### config.mk
export PLATFORM = sky130hd
export DESIGN_NAME = vga_io_regs
export DESIGN_NICKNAME = d
export VERILOG_FILES = /design/src/rtl/vga_io_pkg.sv /design/src/rtl/vga_idx_group.sv /design/src/rtl/vga_attr_ctrl.sv /design/src/rtl/vga_io_regs.sv
export SDC_FILE = /design/constraint.sdc
export NUM_CORES = 1
export LEC_CHECK = 0
export ABC_AREA = 0
export BUFFER_PORTS_ARGS = -buffer_cell sky130_fd_sc_hd__buf_2
export CORE_UTILIZATION = 35
export CTS_BUF_LIST = sky130_fd_sc_hd__clkbuf_4
export DETAILED_ROUTE_END_ITERATION = 6
export GPL_TIMING_DRIVEN = 0
export SYNTH_ARGS = -nofsm -noshare
export SYNTH_HDL_FRONTEND = slang
export SYNTH_SLANG_ARGS = --single-unit
### constraint.sdc
create_clock -name clk_i -period 2.7 [get_ports clk_i]
set_input_delay 0.54 -clock clk_i [delete_from_list [all_inputs] [get_ports clk_i]]
set_output_delay 0.54 -clock clk_i [all_outputs]
set_load 0.01 [all_outputs]
### src/rtl/vga_io_pkg.sv
package vga_io_pkg;
  localparam int GRP_CNT = 3;
  localparam logic [15:0] GRP_BASE [GRP_CNT] = '{16'h03C4, 16'h03CE, 16'h03D4};
  localparam int GRP_REGS [GRP_CNT] = '{5, 9, 25};
  localparam int ATTR_REGS = 21;
  localparam int ATTR_IW   = 5;
  localparam int VID_BIT   = 5;
  localparam logic [15:0] ATTR_PORT = 16'h03C0;
  localparam logic [15:0] ATTR_RD   = 16'h03C1;
  localparam logic [15:0] MISC_WR   = 16'h03C2;
  localparam logic [15:0] ENA_PORT  = 16'h03C3;
  localparam logic [15:0] MISC_RD   = 16'h03CC;
  localparam logic [15:0] STAT_PORT = 16'h03DA;
  localparam logic [7:0]  OPEN_BUS  = 8'hFF;
  localparam logic [7:0]  STAT_VAL  = 8'h00;
endpackage

### src/rtl/vga_idx_group.sv
module vga_idx_group #(
  parameter int N = 5,
  parameter int W = 8
) (
  input  logic         clk_i,
  input  logic         rst_ni,
  input  logic         idx_we_i,
  input  logic [7:0]   idx_wdata_i,
  input  logic         dat_we_i,
  input  logic [W-1:0] dat_wdata_i,
  output logic [7:0]   idx_o,
  output logic [W-1:0] rd_data_o,
  output logic [W-1:0] reg0_o
);
  logic [7:0]   idx_q;
  logic [7:0]   eff_idx;
  logic [W-1:0] regs [N];

  // a same-cycle index write selects the target of the data byte
  assign eff_idx = idx_we_i ? idx_wdata_i : idx_q;

  always_ff @(posedge clk_i or negedge rst_ni) begin
    if (!rst_ni)       idx_q <= '0;
    else if (idx_we_i) idx_q <= idx_wdata_i;
  end

  for (genvar i = 0; i < N; i++) begin : g_reg
    logic [W-1:0] q;
    always_ff @(posedge clk_i or negedge rst_ni) begin
      if (!rst_ni)                             q <= '0;
      else if (dat_we_i && eff_idx == 8'(i))   q <= dat_wdata_i;
    end
    assign regs[i] = q;
  end

  always_comb begin
    rd_data_o = '0;
    for (int i = 0; i < N; i++)
      if (idx_q == 8'(i)) rd_data_o = regs[i];
  end

  assign idx_o  = idx_q;
  assign reg0_o = regs[0];
endmodule

### src/rtl/vga_attr_ctrl.sv
module vga_attr_ctrl
  import vga_io_pkg::*;
(
  input  logic       clk_i,
  input  logic       rst_ni,
  input  logic       wr_i,
  input  logic [7:0] wdata_i,
  input  logic       clr_i,
  output logic [7:0] idx_o,
  output logic [7:0] rd_data_o,
  output logic       video_en_o,
  output logic       ff_o
);
  logic       ff_q, vid_q;
  logic [7:0] grp_idx, unused_reg0;

  always_ff @(posedge clk_i or negedge rst_ni) begin
    if (!rst_ni) begin
      ff_q  <= 1'b0;
      vid_q <= 1'b0;
    end else begin
      if (wr_i && !ff_q) vid_q <= wdata_i[VID_BIT];
      // status read wins over a toggle step in the same cycle
      if (clr_i)     ff_q <= 1'b0;
      else if (wr_i) ff_q <= ~ff_q;
    end
  end

  vga_idx_group #(.N(ATTR_REGS), .W(8)) u_regs (
    .clk_i      (clk_i),
    .rst_ni     (rst_ni),
    .idx_we_i   (wr_i && !ff_q),
    .idx_wdata_i({{(8-ATTR_IW){1'b0}}, wdata_i[ATTR_IW-1:0]}),
    .dat_we_i   (wr_i && ff_q),
    .dat_wdata_i(wdata_i),
    .idx_o      (grp_idx),
    .rd_data_o  (rd_data_o),
    .reg0_o     (unused_reg0)
  );

  assign idx_o      = {2'b00, vid_q, grp_idx[ATTR_IW-1:0]};
  assign video_en_o = vid_q;
  assign ff_o       = ff_q;
endmodule

### src/rtl/vga_io_regs.sv
module vga_io_regs
  import vga_io_pkg::*;
(
  input  logic        clk_i,
  input  logic        rst_ni,
  input  logic        wr_en_i,
  input  logic        rd_en_i,
  input  logic        word_i,
  input  logic [15:0] addr_i,
  input  logic [15:0] wdata_i,
  output logic [15:0] rdata_o,
  output logic        video_en_o,
  output logic        seq_halt_o
);
  logic [15:0] a0, a1;
  logic [7:0]  d0, d1;
  logic        w0, w1, r0, r1;

  assign a0 = addr_i;
  assign a1 = addr_i + 16'd1;
  assign d0 = wdata_i[7:0];
  assign d1 = wdata_i[15:8];
  assign w0 = wr_en_i;
  assign w1 = wr_en_i && word_i;
  assign r0 = rd_en_i;
  assign r1 = rd_en_i && word_i;

  logic [7:0] grp_idx  [GRP_CNT];
  logic [7:0] grp_rd   [GRP_CNT];
  logic [7:0] grp_reg0 [GRP_CNT];

  for (genvar g = 0; g < GRP_CNT; g++) begin : g_grp
    localparam logic [15:0] BASE = GRP_BASE[g];
    localparam logic [15:0] DATA = BASE + 16'd1;
    logic       idx_we, dat_we;
    logic [7:0] idx_wd, dat_wd;
    always_comb begin
      idx_we = (w0 && a0 == BASE) || (w1 && a1 == BASE);
      idx_wd = (a0 == BASE) ? d0 : d1;
      dat_we = (w0 && a0 == DATA) || (w1 && a1 == DATA);
      dat_wd = (a0 == DATA) ? d0 : d1;
    end
    vga_idx_group #(.N(GRP_REGS[g]), .W(8)) u_grp (
      .clk_i      (clk_i),
      .rst_ni     (rst_ni),
      .idx_we_i   (idx_we),
      .idx_wdata_i(idx_wd),
      .dat_we_i   (dat_we),
      .dat_wdata_i(dat_wd),
      .idx_o      (grp_idx[g]),
      .rd_data_o  (grp_rd[g]),
      .reg0_o     (grp_reg0[g])
    );
  end

  logic       attr_wr, stat_clr, attr_ff;
  logic [7:0] attr_wd, attr_idx, attr_rd;

  assign attr_wr  = (w0 && a0 == ATTR_PORT) || (w1 && a1 == ATTR_PORT);
  assign attr_wd  = (a0 == ATTR_PORT) ? d0 : d1;
  assign stat_clr = (r0 && a0 == STAT_PORT) || (r1 && a1 == STAT_PORT);

  vga_attr_ctrl u_attr (
    .clk_i     (clk_i),
    .rst_ni    (rst_ni),
    .wr_i      (attr_wr),
    .wdata_i   (attr_wd),
    .clr_i     (stat_clr),
    .idx_o     (attr_idx),
    .rd_data_o (attr_rd),
    .video_en_o(video_en_o),
    .ff_o      (attr_ff)
  );

  logic [7:0] misc_q, ena_q;
  always_ff @(posedge clk_i or negedge rst_ni) begin
    if (!rst_ni) begin
      misc_q <= '0;
      ena_q  <= '0;
    end else begin
      if (w0 && a0 == MISC_WR)      misc_q <= d0;
      else if (w1 && a1 == MISC_WR) misc_q <= d1;
      if (w0 && a0 == ENA_PORT)     ena_q  <= d0;
      else if (w1 && a1 == ENA_PORT) ena_q <= d1;
    end
  end

  function automatic logic [7:0] rd_byte(input logic [15:0] a);
    logic [7:0] v;
    v = OPEN_BUS;
    unique case (a)
      ATTR_PORT: v = attr_idx;
      ATTR_RD:   v = attr_rd;
      ENA_PORT:  v = ena_q;
      MISC_RD:   v = misc_q;
      STAT_PORT: v = STAT_VAL;
      default:   v = OPEN_BUS;
    endcase
    for (int g = 0; g < GRP_CNT; g++) begin
      if (a == GRP_BASE[g])         v = grp_idx[g];
      if (a == GRP_BASE[g] + 16'd1) v = grp_rd[g];
    end
    return v;
  endfunction

  logic [15:0] rdata_q;
  always_ff @(posedge clk_i or negedge rst_ni) begin
    if (!rst_ni)      rdata_q <= '0;
    else if (rd_en_i) rdata_q <= {word_i ? rd_byte(a1) : 8'h00, rd_byte(a0)};
  end

  assign rdata_o    = rdata_q;
  assign seq_halt_o = grp_reg0[0][1:0] != 2'b11;
endmodule

Yosys cells after proc, flatten, opt, wreduce, memory -nomap -nowiden --
Cells that the tools add are included.
Word-level totals: flip-flop bits (word level) 546, latch bits 0, RAM bits 0, ROM bits 0, bits of input ports 37, output and inout bits 18, logic and storage cells 404, memories kept 0
Operators by class: add/sub/neg operators 1, multiply operators 0, divide/modulo/power cells 0, order comparisons 0, equal/unequal tests 137, shift-type cells 0, muxes and demuxes 92, bitwise gates (word level) 1, reduce and logical (&&, ||, !) cells 104
Operators with widths (number):
- 2-to-1 mux 8 bit | 88
- == test 16 x 10 -> 1 bit, second input constant | 24
- == test 8 x 4 -> 1 bit, second input constant | 34
- == test 8 x 5 -> 1 bit, second input constant | 28
- == test 8 x 3 -> 1 bit, second input constant | 26
- == test 8 x 2 -> 1 bit, second input constant | 16
- logical AND 1 bit | 84
- case mux 8 bit (5 select lines) | 2
- == test 8 x 1 -> 1 bit, second input constant | 8
- logical NOT 8 bit | 8
- adder 16 x 1 -> 16 bit, second input constant | 1
- logical OR 1 bit | 8
- nonzero test 2 bit | 3
- 2-to-1 mux 1 bit | 2
- != test 2 bit, second input constant | 1
- logical NOT 1 bit | 1
- inverter 1 bit | 1

Logic depth before layout (Yosys ltp) --
word-level depth 30, depth in mapped cells 13, gate-level depth less buffers 9

Hierarchy --
Synthesis repeated with hierarchy kept, for this count alone.
Second synthesis, totals: cell total of the unflattened synthesis 2463, area total of the unflattened synthesis 29623.4 um2
By module, submodules not included:
- vga_idx_group (g_grp[2].u_grp) | times used 1, cells each 837, area each 10377.5 um2
- vga_idx_group (u_attr.u_regs) | times used 1, cells each 672, area each 8876.0 um2
- vga_io_regs | times used 1, cells each 503, area each 4030.1 um2
- vga_idx_group (g_grp[1].u_grp) | times used 1, cells each 296, area each 3970.1 um2
- vga_idx_group (g_grp[0].u_grp) | times used 1, cells each 144, area each 2244.7 um2
- vga_attr_ctrl | times used 1, cells each 11, area each 125.1 um2

Least setup slack after synthesis --
Ideal clock, no wire load.
path kind input to register, start point input addr_i[2], end point register g_grp[0].u_grp.g_reg[1].q[0], library setup time 0.125 ns, data arrival time 3.642 ns, slack -1.066 ns, cell stages on the path 12, cells stage by stage buf_2 and4_1 buf_2 mux2_2 a2111oi_4 buf_4 nand3b_1 o311a_1 or4b_1 buf_4 nor4_4 mux2_2
Between the ends: cells in the longest elaborated chain, start to end 7, elaborated cells on any way between the ends 16
RTL lines:
- from (decl) | line vga_io_regs.sv:9 | input logic [15:0] addr_i,
- adder 16 x 1 -> 16 bit | line vga_io_regs.sv:20 | assign a1 = addr_i + 16'd1;
- == test 16 x 10 -> 1 bit | line vga_io_regs.sv:38 | idx_we = (w0 && a0 == BASE) || (w1 && a1 == BASE);
- logical AND 1 bit | line vga_io_regs.sv:38
- logical OR 1 bit | line vga_io_regs.sv:38
- 2-to-1 mux 8 bit *
- net g_grp[0].u_grp.eff_idx[6] | line vga_idx_group.sv:16 | logic [7:0] eff_idx;
- == test 8 x 1 -> 1 bit * | line vga_idx_group.sv:31 | else if (dat_we_i && eff_idx == 8'(i)) q <= dat_wdata_i;
- logical AND 1 bit * | line vga_idx_group.sv:31
- to (signal assigned) | line vga_idx_group.sv:31
- to (decl) | line vga_idx_group.sv:28 | logic [W-1:0] q;
Mark *: on every way through the listed nets, which the timed path passes. The rest lies on a longest branch. A chain may end at the register's enable or synchronous reset.

==> qor.yml <==
floorplanning:
  boundaryPins: 55
  start_util: 0.353
  die-area_um2: 83800
  die_h_um: 290
  coreArea_um2: 82000
  die_x_um: 290
  num_rows: 105
logic_synthesis:
  synth_nets: 2793
  yosysSeqAreaShare: 0.472
  async_reset_ff_frac: 1.00
  synth_enable_flop_cells: 0
  synth_seq_cells: 546
  netlist.area_leader.share: 0.472
  synth_warnings: 0
  synthCells: 2756
  syn_area_per_cell_um2: 10.5
  synth.area.top_cells: "dfrtp_1 47%, mux2_2 13%, nand2_1 4.4%"
  mappedNetlistArea_um2: 28900
  synth.distinct_cells: 94
  yosys.area.top_type: "dfrtp_1"
  ys.flop_type: "dfrtp_1"
place:
  place_inst: 3880
  place.port_buffers: 45
  placed_cell_area_um2: 32000
  place_hpwl_mm: 79.4
  gp_congestion: 0.984
global_route:
  antenna_found_initial: 4
  grt_pass1_vias: 25282
  grt_pass1_wl_mm: 170
  track_usage: 0.274
  overflow: 0
  grt_max_degree: 116
flow_run:
  drv_cap: 0
hold_path:
  whs_endpoint: "u_attr.u_regs.g_reg[20].q[4]"
  worst_hold_startpoint: "wdata_i[12]"
  holdPathStages: 3
  hold_class: "in2reg"
clock_network:
  tritoncts: "done"
  clockBufferDepth: 3
  clkSinkCount: 546
  cts-buffers-inserted: 152
  cts_root_buf: "clkbuf_4"
  clkTransAtPathRegs_ns: 0.07
  insertion_delay_ns: 1.03
  h-tree-depth: 4
pwr:
  power_per_cell_area_nw_per_um2: 445
  leakagePower_nw: 16.0
  p_total_w: 0.0166
  vdd_drop_max_mv: 0.411
drt:
  wl_mm: 115
  first_pass_iters: 7
  drt-initial-drc-count: 2964
  antenna_left: 0
  wire_per_inst_um: 26.8
  vias: 25861
  remaining_drc_errors: 15
  detail_route.vias_per_cell: 6.03
outcome:
  violations: "design-rule violations, negative setup slack"
  status: "finished, violations left"
cells_and_area:
  final_cell_mix: "528 x dfrtp_1, 320 x nand2_1, 239 x clkbuf_4"
  drive_gt1_frac: 0.391
  n_fill_cell: 7688
  fin_nets: 3150
  layout_commonest_cell: "dfrtp_1"
  register_area_um2: 13700
  syn2layout_area_growth_pct: 28.9
  multi_input_area_um2: 16800
  fin_area_um2: 37300
  fin_cells: 4292
sta:
  fin_crit_ns: 2.85
  finClkSkew_ns: 0.0923
  rsz0062_at_grt: "yes"
  tightestPinTransition_ns: 1.30
  slew_headroom: 0.125
  fin_crit_sh: 1.06
  hold_ws_ns: 0.0898
  setup_viol: 44
  finalHoldViolations: 0
  fmax_mhz: 351
  slew_violations: 0
  setup_ws_ns: -0.153
critical_path:
  rr_endpoint: "rdata_o[9]"
  crit_path_max_fanout: 5
  reg2reg_from: "u_attr.u_regs.idx_o[7]"
  crit_path_end_kind: "flip-flop"
  ff2ff_setup_slack_ns: -0.15
  required_ns: 3.57
  ff2ff_path_depth: 8
  crit_type: "reg2reg"
  worst_ep_arrival_time_ns: 3.73
  critical_path.startpoint_type: "flip-flop"
==> critical path: stages (launching register included) <==
cell and delay [ns]:
dfrtp_2 0.45, or4_4 0.61, nor3_4 0.20, o22ai_1 0.12, o211ai_1 0.20, o2111ai_2 0.21, a31o_2 0.33, a221o_1 0.38
a22o_1 0.21
==> where the power goes <==
group	total, W	switching (W)	internal, W
sequential	0.00822	0.0000248	0.00820
combinational	0.000846	0.000653	0.000193
clock	0.00752	0.00374	0.00379
total	0.0166	0.00441	0.0122
==> synth_stat cells, types with 24 or more instances <==
cell type  count
a21oi_1       92
a31oi_1       27
clkbuf_1     159
dfrtp_1      546
inv_1         36
mux2_2       342
mux2i_1       56
mux4_2        38
nand2_1      338
nand2b_1      38
nand3_1       38
nand4_1       26
nor2_1       161
nor2b_1       24
nor3_1        51
o211ai_1      28
o21ai_0      250
o21ai_1       24
o22ai_1       62
==> area by class of cell <==
type / count / share of cell area
Multi-Input combinational cell: 1985 / 0.451
Sequential cell: 546 / 0.367
Timing Repair Buffer: 225 / 0.0611
Clock buffer: 223 / 0.0449
Tap cell: 1070 / 0.0359
Buffer: 163 / 0.0300
Clock inverter: 38 / 0.00523
Inverter: 40 / 0.00443
Antenna cell: 2 / 0.000134
==> state kept, by name, indices dropped and copies added, names as in the netlist <==
signal,cells
g_grp.u_grp.g.q,288
u_attr.u_regs.g.q,160
g_grp.u_grp.idx_o,24
g_grp.u_grp.reg0_o,24
rdata_o,16
ena_q,8
misc_q,8
u_attr.u_regs.idx_o,8
u_attr.u_regs.reg0_o,8
u_attr.ff_o,1
u_attr.video_en_o,1
==> metal layers <==
metal | vias to the layer above | wire (um) | share of wire | GRT usage
met3 | 298 | 11000 | 0.095 | 0.0573
met2 | 1469 | 48800 | 0.42 | 0.391
met4 | 0 | 4930 | 0.043 | 0.119
met1 | 12999 | 50300 | 0.44 | 0.397
li1 | 11095 | - | - | -
met5 | - | 0 | 0 | 0
==> kinds of logic after synthesis <==
group,share of synthesized area
simple gates,0.147
compound gates,0.162
flops,0.472
mux,0.189
buf+inv,0.0299
==> how the worst max path moves through the flow <==
| stage | endpoint | slack, ns | start | cells past startpoint |
|---|---|---|---|---|
| finish | rdata_o[9] | -0.15 | u_attr.u_regs.idx_o[7] | 8 |
| global route | rdata_o[9] | -0.09 | u_attr.u_regs.idx_o[7] | 8 |
| CTS | rdata_o[11] | -0.07 | g_grp[2].u_grp.idx_o[0] | 9 |
| detailed placement | g_grp[2].u_grp.g_reg[9].q[4] | -2.38 | addr_i[10] | 11 |
| global placement | u_attr.u_regs.g_reg[13].q[4] | -10.68 | rst_ni | 1 |
| floorplan | g_grp[0].u_grp.g_reg[3].q[0] | -0.92 | addr_i[2] | 12 |
==> per-stage QoR <==
stage	setup slack (ns)	util	setup TNS, ns
finish	-0.153	0.455	-1.35
CTS	-0.0713	0.443	-0.373
global placement	-10.68	0.387	-6775.08
global route	-0.0931	0.455	-2.18
detailed placement	-2.38	0.390	-996.57
floorplan	-0.916	-	-339.71
==> timing repair <==
| item | CTS | global route |
|---|---|---|
| hold buffers | 10 | 0 |
| resized for setup | 341 | 216 |
| pin swaps | 88 | 75 |
| setup endpoints to repair | 502 | 473 |
| endpoints found under the hold margin | 150 | 0 |
| buffers inserted | 123 | 37 |
| gates cloned | 0 | 1 |
Power figures use the tool's default switching activity.
